[config.mk]
export PLATFORM = sky130hd
export DESIGN_NAME = xfer_irq_unit
export DESIGN_NICKNAME = d
export VERILOG_FILES = /design/src/rtl/xirq_pkg.sv /design/src/rtl/xirq_regdec.sv /design/src/rtl/xirq_pend_bank.sv /design/src/rtl/xirq_en_reg.sv /design/src/rtl/xirq_line.sv /design/src/rtl/xfer_irq_unit.sv
export SDC_FILE = /design/constraint.sdc
export NUM_CORES = 1
export LEC_CHECK = 0
export CAP_MARGIN = 5
export CORE_ASPECT_RATIO = 0.8
export CORE_MARGIN = 3
export CORE_UTILIZATION = 33
export CTS_CLUSTER_SIZE = 30
export DETAILED_ROUTE_END_ITERATION = 8
export PLACE_DENSITY_LB_ADDON = 0.15
export SLEW_MARGIN = 20
export SYNTH_ARGS = -nofsm -noshare
export SYNTH_HDL_FRONTEND = slang
export SYNTH_SLANG_ARGS = --single-unit
[constraint.sdc]
create_clock -name clk -period 1.3 [get_ports clk]
set_clock_uncertainty 0.2 [all_clocks]
set_input_delay 0.13 -clock clk [delete_from_list [all_inputs] [get_ports clk]]
set_output_delay 0.13 -clock clk [all_outputs]
set_load 0.05 [all_outputs]
[src/rtl/xirq_pkg.sv]
package xirq_pkg;
    localparam int NSRC   = 8;
    localparam int DATA_W = 32;
    localparam int ADDR_W = 8;

    // bit positions of the pending word (decoded by software)
    localparam int B_RXREQ   = 0;
    localparam int B_TXREQ   = 1;
    localparam int B_ARBLOST = 2;
    localparam int B_NOACK   = 3;
    localparam int B_RXUNDER = 4;
    localparam int B_TXOVER  = 5;
    localparam int B_ALLDONE = 6;
    localparam int B_PKTDONE = 7;

    localparam logic [NSRC-1:0] LEVEL_SRC = (NSRC'(1) << B_RXREQ) | (NSRC'(1) << B_TXREQ);

    typedef struct packed {
        logic [NSRC-1:0] pend;
    } pend_state_t;

    typedef struct packed {
        logic [NSRC-1:0] en;
    } en_state_t;

    typedef struct packed {
        logic line;
    } line_state_t;
endpackage

[src/rtl/xirq_regdec.sv]
module xirq_regdec
    import xirq_pkg::*;
#(
    parameter logic [ADDR_W-1:0] EN_OFS   = 8'h64,
    parameter logic [ADDR_W-1:0] PEND_OFS = 8'h68
) (
    input  logic              wr_i,
    input  logic [ADDR_W-1:0] addr_i,
    input  logic [DATA_W-1:0] wdata_i,
    input  logic [NSRC-1:0]   en_q_i,
    input  logic [NSRC-1:0]   pend_q_i,
    output logic              en_we_o,
    output logic [NSRC-1:0]   en_wdata_o,
    output logic [NSRC-1:0]   clr_o,
    output logic [DATA_W-1:0] rdata_o
);
    localparam int PAD_W = DATA_W - NSRC;

    logic hit_en, hit_pend;
    logic unused_wdata_hi;

    assign unused_wdata_hi = ^wdata_i[DATA_W-1:NSRC];

    always_comb begin
        hit_en     = (addr_i == EN_OFS);
        hit_pend   = (addr_i == PEND_OFS);
        en_we_o    = wr_i && hit_en;
        en_wdata_o = wdata_i[NSRC-1:0];
        clr_o      = (wr_i && hit_pend) ? wdata_i[NSRC-1:0] : '0;
        if (hit_en)
            rdata_o = {{PAD_W{1'b0}}, en_q_i};
        else if (hit_pend)
            rdata_o = {{PAD_W{1'b0}}, pend_q_i};
        else
            rdata_o = '0;
    end

    // an unmapped write never strobes a register
    always_comb begin
        if (!hit_en && !hit_pend)
            a_r9_no_strobe: assert (!en_we_o && clr_o == '0);
    end
endmodule

[src/rtl/xirq_pend_bank.sv]
module xirq_pend_bank
    import xirq_pkg::*;
(
    input  logic            clk,
    input  logic            rst_n,
    input  logic [NSRC-1:0] evt_i,
    input  logic [NSRC-1:0] clr_i,
    output logic [NSRC-1:0] pend_o
);
    pend_state_t st_d, st_q;
    logic [NSRC-1:0] nxt;

    for (genvar i = 0; i < NSRC; i++) begin : g_bit
        if (LEVEL_SRC[i]) begin : g_lvl
            // level request: clear wins, request re-sets next cycle
            assign nxt[i] = clr_i[i] ? 1'b0 : (st_q.pend[i] | evt_i[i]);

            a_r6_level_clear: assert property (@(posedge clk) disable iff (!rst_n)
                clr_i[i] |=> !pend_o[i]);
            a_r6_level_reset: assert property (@(posedge clk) disable iff (!rst_n)
                (!clr_i[i] && evt_i[i]) |=> pend_o[i]);
        end else begin : g_pls
            // sticky event: arrival wins over clear
            assign nxt[i] = evt_i[i] | (st_q.pend[i] & ~clr_i[i]);

            a_r5_event_wins: assert property (@(posedge clk) disable iff (!rst_n)
                evt_i[i] |=> pend_o[i]);
            a_r2_clear: assert property (@(posedge clk) disable iff (!rst_n)
                (clr_i[i] && !evt_i[i]) |=> !pend_o[i]);
            a_r2_hold: assert property (@(posedge clk) disable iff (!rst_n)
                (!clr_i[i] && pend_o[i]) |=> pend_o[i]);
        end
    end

    always_comb begin
        st_d.pend = nxt;
    end

    always_ff @(posedge clk or negedge rst_n) begin
        if (!rst_n) st_q <= '0;
        else        st_q <= st_d;
    end

    assign pend_o = st_q.pend;
endmodule

[src/rtl/xirq_en_reg.sv]
module xirq_en_reg
    import xirq_pkg::*;
(
    input  logic            clk,
    input  logic            rst_n,
    input  logic            we_i,
    input  logic [NSRC-1:0] wdata_i,
    output logic [NSRC-1:0] en_o
);
    en_state_t st_d, st_q;

    always_comb begin
        st_d = st_q;
        if (we_i) st_d.en = wdata_i;
    end

    always_ff @(posedge clk or negedge rst_n) begin
        if (!rst_n) st_q <= '0;
        else        st_q <= st_d;
    end

    assign en_o = st_q.en;

    a_r8_en_write: assert property (@(posedge clk) disable iff (!rst_n)
        we_i |=> en_o == $past(wdata_i));
    a_r8_en_keep: assert property (@(posedge clk) disable iff (!rst_n)
        !we_i |=> $stable(en_o));
endmodule

[src/rtl/xirq_line.sv]
module xirq_line
    import xirq_pkg::*;
(
    input  logic            clk,
    input  logic            rst_n,
    input  logic [NSRC-1:0] pend_i,
    input  logic [NSRC-1:0] en_i,
    output logic            irq_o
);
    line_state_t st_d, st_q;

    always_comb begin
        st_d.line = |(pend_i & en_i);
    end

    always_ff @(posedge clk or negedge rst_n) begin
        if (!rst_n) st_q <= '0;
        else        st_q <= st_d;
    end

    assign irq_o = st_q.line;

    a_r3_disabled_quiet: assert property (@(posedge clk) disable iff (!rst_n)
        (en_i == '0) |=> !irq_o);
endmodule

[src/rtl/xfer_irq_unit.sv]
module xfer_irq_unit
    import xirq_pkg::*;
#(
    parameter logic [ADDR_W-1:0] EN_OFS   = 8'h64,
    parameter logic [ADDR_W-1:0] PEND_OFS = 8'h68
) (
    input  logic              clk,
    input  logic              rst_n,
    input  logic [NSRC-1:0]   evt_i,
    input  logic              reg_wr_i,
    input  logic [ADDR_W-1:0] reg_addr_i,
    input  logic [DATA_W-1:0] reg_wdata_i,
    output logic [DATA_W-1:0] reg_rdata_o,
    output logic              irq_o
);
    logic            en_we;
    logic [NSRC-1:0] en_wdata, clr, en_q, pend_q;

    xirq_regdec #(.EN_OFS(EN_OFS), .PEND_OFS(PEND_OFS)) u_dec (
        .wr_i       (reg_wr_i),
        .addr_i     (reg_addr_i),
        .wdata_i    (reg_wdata_i),
        .en_q_i     (en_q),
        .pend_q_i   (pend_q),
        .en_we_o    (en_we),
        .en_wdata_o (en_wdata),
        .clr_o      (clr),
        .rdata_o    (reg_rdata_o)
    );

    xirq_pend_bank u_pend (
        .clk    (clk),
        .rst_n  (rst_n),
        .evt_i  (evt_i),
        .clr_i  (clr),
        .pend_o (pend_q)
    );

    xirq_en_reg u_en (
        .clk     (clk),
        .rst_n   (rst_n),
        .we_i    (en_we),
        .wdata_i (en_wdata),
        .en_o    (en_q)
    );

    xirq_line u_line (
        .clk    (clk),
        .rst_n  (rst_n),
        .pend_i (pend_q),
        .en_i   (en_q),
        .irq_o  (irq_o)
    );

    // writing a zero enable word silences the line two edges later
    a_r7_mask_fall: assert property (@(posedge clk) disable iff (!rst_n)
        (reg_wr_i && reg_addr_i == EN_OFS && reg_wdata_i[NSRC-1:0] == '0) |=> ##1 !irq_o);
    // an event is recorded regardless of the enable word
    a_r4_latched: assert property (@(posedge clk) disable iff (!rst_n)
        (evt_i[B_NOACK] && !(reg_wr_i && reg_addr_i == PEND_OFS)) |=> pend_q[B_NOACK]);
endmodule

# Word level (Yosys, flattened, before mapping)
# Cells that the tools add are included.
dict set report classes {
  n_eq_ne 2
  n_reduce_logical 3
  bitwise 21
  mux 5
}
# operator n
set op_table {}
lappend op_table {{$mux W32} 1}
lappend op_table {{$eq A8 B7 Y1 const B} 2}
lappend op_table {{$mux W8} 2}
lappend op_table {{$and A8 B8 Y8} 1}
lappend op_table {{$or A1 B1 Y1} 8}
lappend op_table {{$reduce_or A8 Y1} 1}
lappend op_table {{$and A1 B1 Y1} 6}
lappend op_table {{$not A1 Y1} 6}
lappend op_table {{$logic_and A1 B1 Y1} 2}
lappend op_table {{$mux W1} 2}
dict set report word_totals {
  output_inout_bits 33
  regBits 17
  word_cells 34
}

# Longest topological paths before layout
dict set report logic_depth {
  word_depth 6
  depth_mapped 5
  depth_no_buf 3
}

# Hierarchy
# A second synthesis with hierarchy kept.
dict set report unflattened {
  hier_cells 133
  area_unflattened_um2 1372.6
}
# mod area_each_um2 cells_per_inst seq_area_each_um2 instances
set by_module_without_submodules {}
lappend by_module_without_submodules {xirq_regdec 696.9 86 0.0 1}
lappend by_module_without_submodules {xirq_en_reg 331.6 17 200.2 1}
lappend by_module_without_submodules {xirq_pend_bank 282.8 24 200.2 1}
lappend by_module_without_submodules {xirq_line 61.3 6 25.0 1}

# Worst setup path before layout
# Ideal clock, no wire load.
dict set report synth_path {
  path_kind {in2out}
  startpoint {in reg_addr_i[3]}
  endpoint {out reg_rdata_o[0]}
  t_required_ns 0.970
  path_slack_ns -0.408
  n_path_buf 2
  cell_stages 5
  arrival_time_ns 1.378
  path_cell_list {nor2b_1 -> clkbuf_1 -> buf_2 -> a22oi_1 -> nor2_1}
}
dict set report synth_between {
  elab_chain_cells 3
  word_cells_on_any_way 4
  classes_between {eq/ne: 2; mux: 2}
}
# element line
set synth_lines {}
lappend synth_lines {{start: declaration} xfer_irq_unit.sv:11} ;# input logic [ADDR_W-1:0] reg_addr_i,
lappend synth_lines {{$eq A8 B7 Y1} xirq_regdec.sv:26} ;# hit_pend = (addr_i == PEND_OFS);
lappend synth_lines {{$mux W8} xirq_regdec.sv:32} ;# else if (hit_pend)
lappend synth_lines {{$mux W32 *} xirq_regdec.sv:30} ;# if (hit_en)
lappend synth_lines {{end: declaration} xfer_irq_unit.sv:13} ;# output logic [DATA_W-1:0] reg_rdata_o,
# Every way passes the cells marked *; elsewhere a longest branch is shown, timed or not.

# Worst setup path after layout
dict set report layout_path {
  startpoint {reg u_en.st_q (netlist bit u_en.en_o[0])}
  endpoint {out reg_rdata_o[0]}
}
dict set report layout_between {
  elab_chain_cells 1
}
# element line
set layout_lines {}
lappend layout_lines {{start: declaration} xirq_en_reg.sv:10} ;# en_state_t st_d, st_q;
lappend layout_lines {{start signal: assignment} xirq_en_reg.sv:19} ;# else st_q <= st_d;
lappend layout_lines {{$mux W32} xirq_regdec.sv:30}
# Every way passes these cells.

==> impl_metrics.py <==
metrics = {
    "detailed_routing": {
        "ant_nets": 0,
        "wl_per_cell_um": 14.8,
        "drtIter0Drc": 51,
        "via_count": 983,
        "drc": 0,
        "vias_per_cell": 4.64,
        "drt-pass1-iter-count": 4,
        "routed_wl_um": 3130,
    },
    "placement": {
        "gp_congestion": 0.757,
        "place_ws_ps": -490,
        "hpwlAfterDp_um": 2140,
        "placed_area_um2": 1660,
        "port_buffers": 35,
    },
    "timing": {
        "finalCriticalPeriod_ps": 1450,
        "setup_violations": 8,
        "hold_ws_ps": 8.59,
        "period_share_pct": 111,
        "max_freq_mhz": 692,
        "fin_setup_tns_ps": -829,
        "finalMaxSlewViolations": 0,
        "fin_ws_ps": -146,
        "rsz0062_at_grt": "true",
        "final_hold_viol_count": 0,
    },
    "cts": {
        "tritoncts": "done",
        "cts_hold_buf": 0,
        "cts_sinks": 17,
        "htree_levels": 1,
        "clock_path_buffers": 2,
        "numCtsBuffers": 3,
        "clkTransAtPathRegs_ps": 70,
        "cts-root-buf": "clkbuf_8",
        "clock_latency_ps": 250,
    },
    "synth": {
        "yosys.area_share.simple_pct": 18.1,
        "synth_compound_area_share_pct": 14.2,
        "synth.mux.area_fraction_pct": 8.36,
        "synth.avg_cell_area_um2": 10.3,
        "synth_top_family_by_area": "buffers and inverters",
        "synth_xor_xnor_area_share_pct": 0,
        "yosys.cell_types.count": 20,
        "seq_area_frac_synth_pct": 39.5,
        "yosys_warnings": 0,
        "synthCells": 105,
        "ys_ff_latch": 17,
        "syn_area_um2": 1080,
        "yosys.area_share.adder_pct": 0,
    },
    "pwr": {
        "power.leakage_nw": 0.851,
        "vdd_drop_max_mv": 0.615,
        "totalPowerFinal_mw": 1.47,
        "power_density_nw_per_um2": 763,
    },
    "finish": {
        "antenna_cells": 0,
        "register_area_um2": 425,
        "drive_gt1_share_pct": 48.9,
        "final_area_um2": 1930,
        "fill_cells": 223,
        "area_growth_pct": 79.0,
        "num-nets-final": 226,
        "layout_commonest_cell": "buf_4",
        "final_cell_mix": "buf_4, conb_1, clkdlybuf4s50_1, dfrtp_1, buf_12",
        "multiInputGateArea_um2": 673,
    },
    "critical_path": {
        "critical-path-max-stage-delay_ps": 410,
        "crit_required_ps": 970,
        "crit_arrival_ps": 1120,
        "crit_path_end_kind": "primary output",
        "crit_type": "flip-flop to primary output",
        "r2r_start": "u_en.en_o[5]$_DFFE_PN0P_",
        "crit_path_cell_trace": "a22oi_2 > nor2_4 > buf_12",
        "crit_slowest_cell": "dfrtp_1",
        "r2r_cells": 4,
        "cp-startpoint": "u_en.en_o[0]$_DFFE_PN0P_",
        "critPathLaunchType": "flip-flop",
        "critPathMaxFanout": 3,
        "regToRegSetupSlack_ps": 50,
        "regToRegEndpoint": "u_line.irq_o$_DFF_PN0_",
    },
    "status": {
        "status": "complete, but fails checks",
        "failed_checks": "negative setup slack",
    },
    "die": {
        "io-pin-count": 84,
        "die_area_um2": 3990,
        "rows": 17,
        "coreArea_um2": 2940,
        "die_x_um": 69.9,
        "start_util_pct": 36.7,
        "die-height_um": 57.1,
    },
    "min_path": {
        "hp-class": "input pin to asynchronous set/reset pin",
    },
    "global_route": {
        "grt_pass1_vias": 1035,
        "grt-ovfl-total": 0,
        "grt_start_max_net_pins": 18,
        "antenna_found_initial": 0,
        "grt_usage_pct": 16.4,
        "grt_pass1_wl_um": 5220,
    },
    "flow_run": {
        "maxCapViolations": 0,
    },
}
[area by class of cell]
| cell class | count | share of cell area [%] |
|---|---|---|
| Clock buffer | 4 | 2.34 |
| Multi-Input combinational cell | 82 | 34.9 |
| Sequential cell | 17 | 22.1 |
| Tap cell | 38 | 2.47 |
| Timing Repair Buffer | 71 | 38.2 |
[layer usage]
metal,vias to the layer above,part of all wire [%],track usage [%]
met2,39,51,28.8
li1,469,-,-
met3,0,7.9,5.46
met1,475,41,20.3
met4,0,0,1.64
met5,-,0,0
[worst max-delay path by stage]
stage | to | slack (ps)
3_3_place_gp | u_en.en_o[4]$_DFFE_PN0P_ | -430
2_1_floorplan | reg_rdata_o[0] | -40
4_1_cts | reg_rdata_o[2] | -130
5_1_grt | reg_rdata_o[0] | -190
6_report | reg_rdata_o[0] | -150
3_5_place_dp | u_en.en_o[3]$_DFFE_PN0P_ | -490
[registers in the layout, summed over array words and instances (netlist names)]
| signal | cells |
|---|---|
| u_en.en_o | 8 |
| u_line.irq_o | 1 |
| u_pend.pend_o | 8 |
[cells by family after synthesis]
| kind of cell | Yosys count |
|---|---|
| flops | 17 |
| compound gates | 20 |
| simple gates | 30 |
| mux | 8 |
| other cells | 1 |
| buf+inv | 29 |
[worst max-delay path, delay by kind of cell, from the launching register on]
family	cells	cell delay, ps
buffers and inverters	1	150
AOI/OAI and AO/OA	1	240
DFF	1	410
and+or+nand+nor	1	70
[Yosys cell counts]
cell type  number  share of area [%]
a21o_1          6                4.2
a22oi_1        12                8.4
and2_1          6                3.5
and4bb_1        1                1.2
buf_2           2               0.93
buf_4          24                 17
buf_6           1                1.0
clkbuf_1        1               0.35
clkbuf_2        1               0.46
conb_1          1               0.35
dfrtp_1        17                 39
mux2_2          8                8.4
nand3_1         2               0.93
nand4_1         7                4.1
nand4_4         1                2.0
nand4b_2        1                1.4
nor2_1          8                2.8
nor2_2          1               0.58
nor2b_1         3                1.7
o22a_1          2                1.6
[stage by stage]
stage                     std cells  utilization, %
final                           212            65.7
after global routing            212            65.7
after CTS                       210            65.1
after detailed placement        190            56.6
after global placement          190            56.6
after floorplan                 128               -
[where the power goes]
group          switching [mW]  internal (mW)
registers              0.0175          0.550
logic                   0.302          0.206
clock network           0.178          0.217
[repair_timing]
action                                  4_1_cts  5_1_grt
setup buffers                                13        2
endpoints found under the setup margin       24        9
gates resized for setup                      50        3
endpoints found under the hold margin         0        0
cloned                                        3        0
pin swaps                                    15        8
Power figures use the tool's default switching activity.
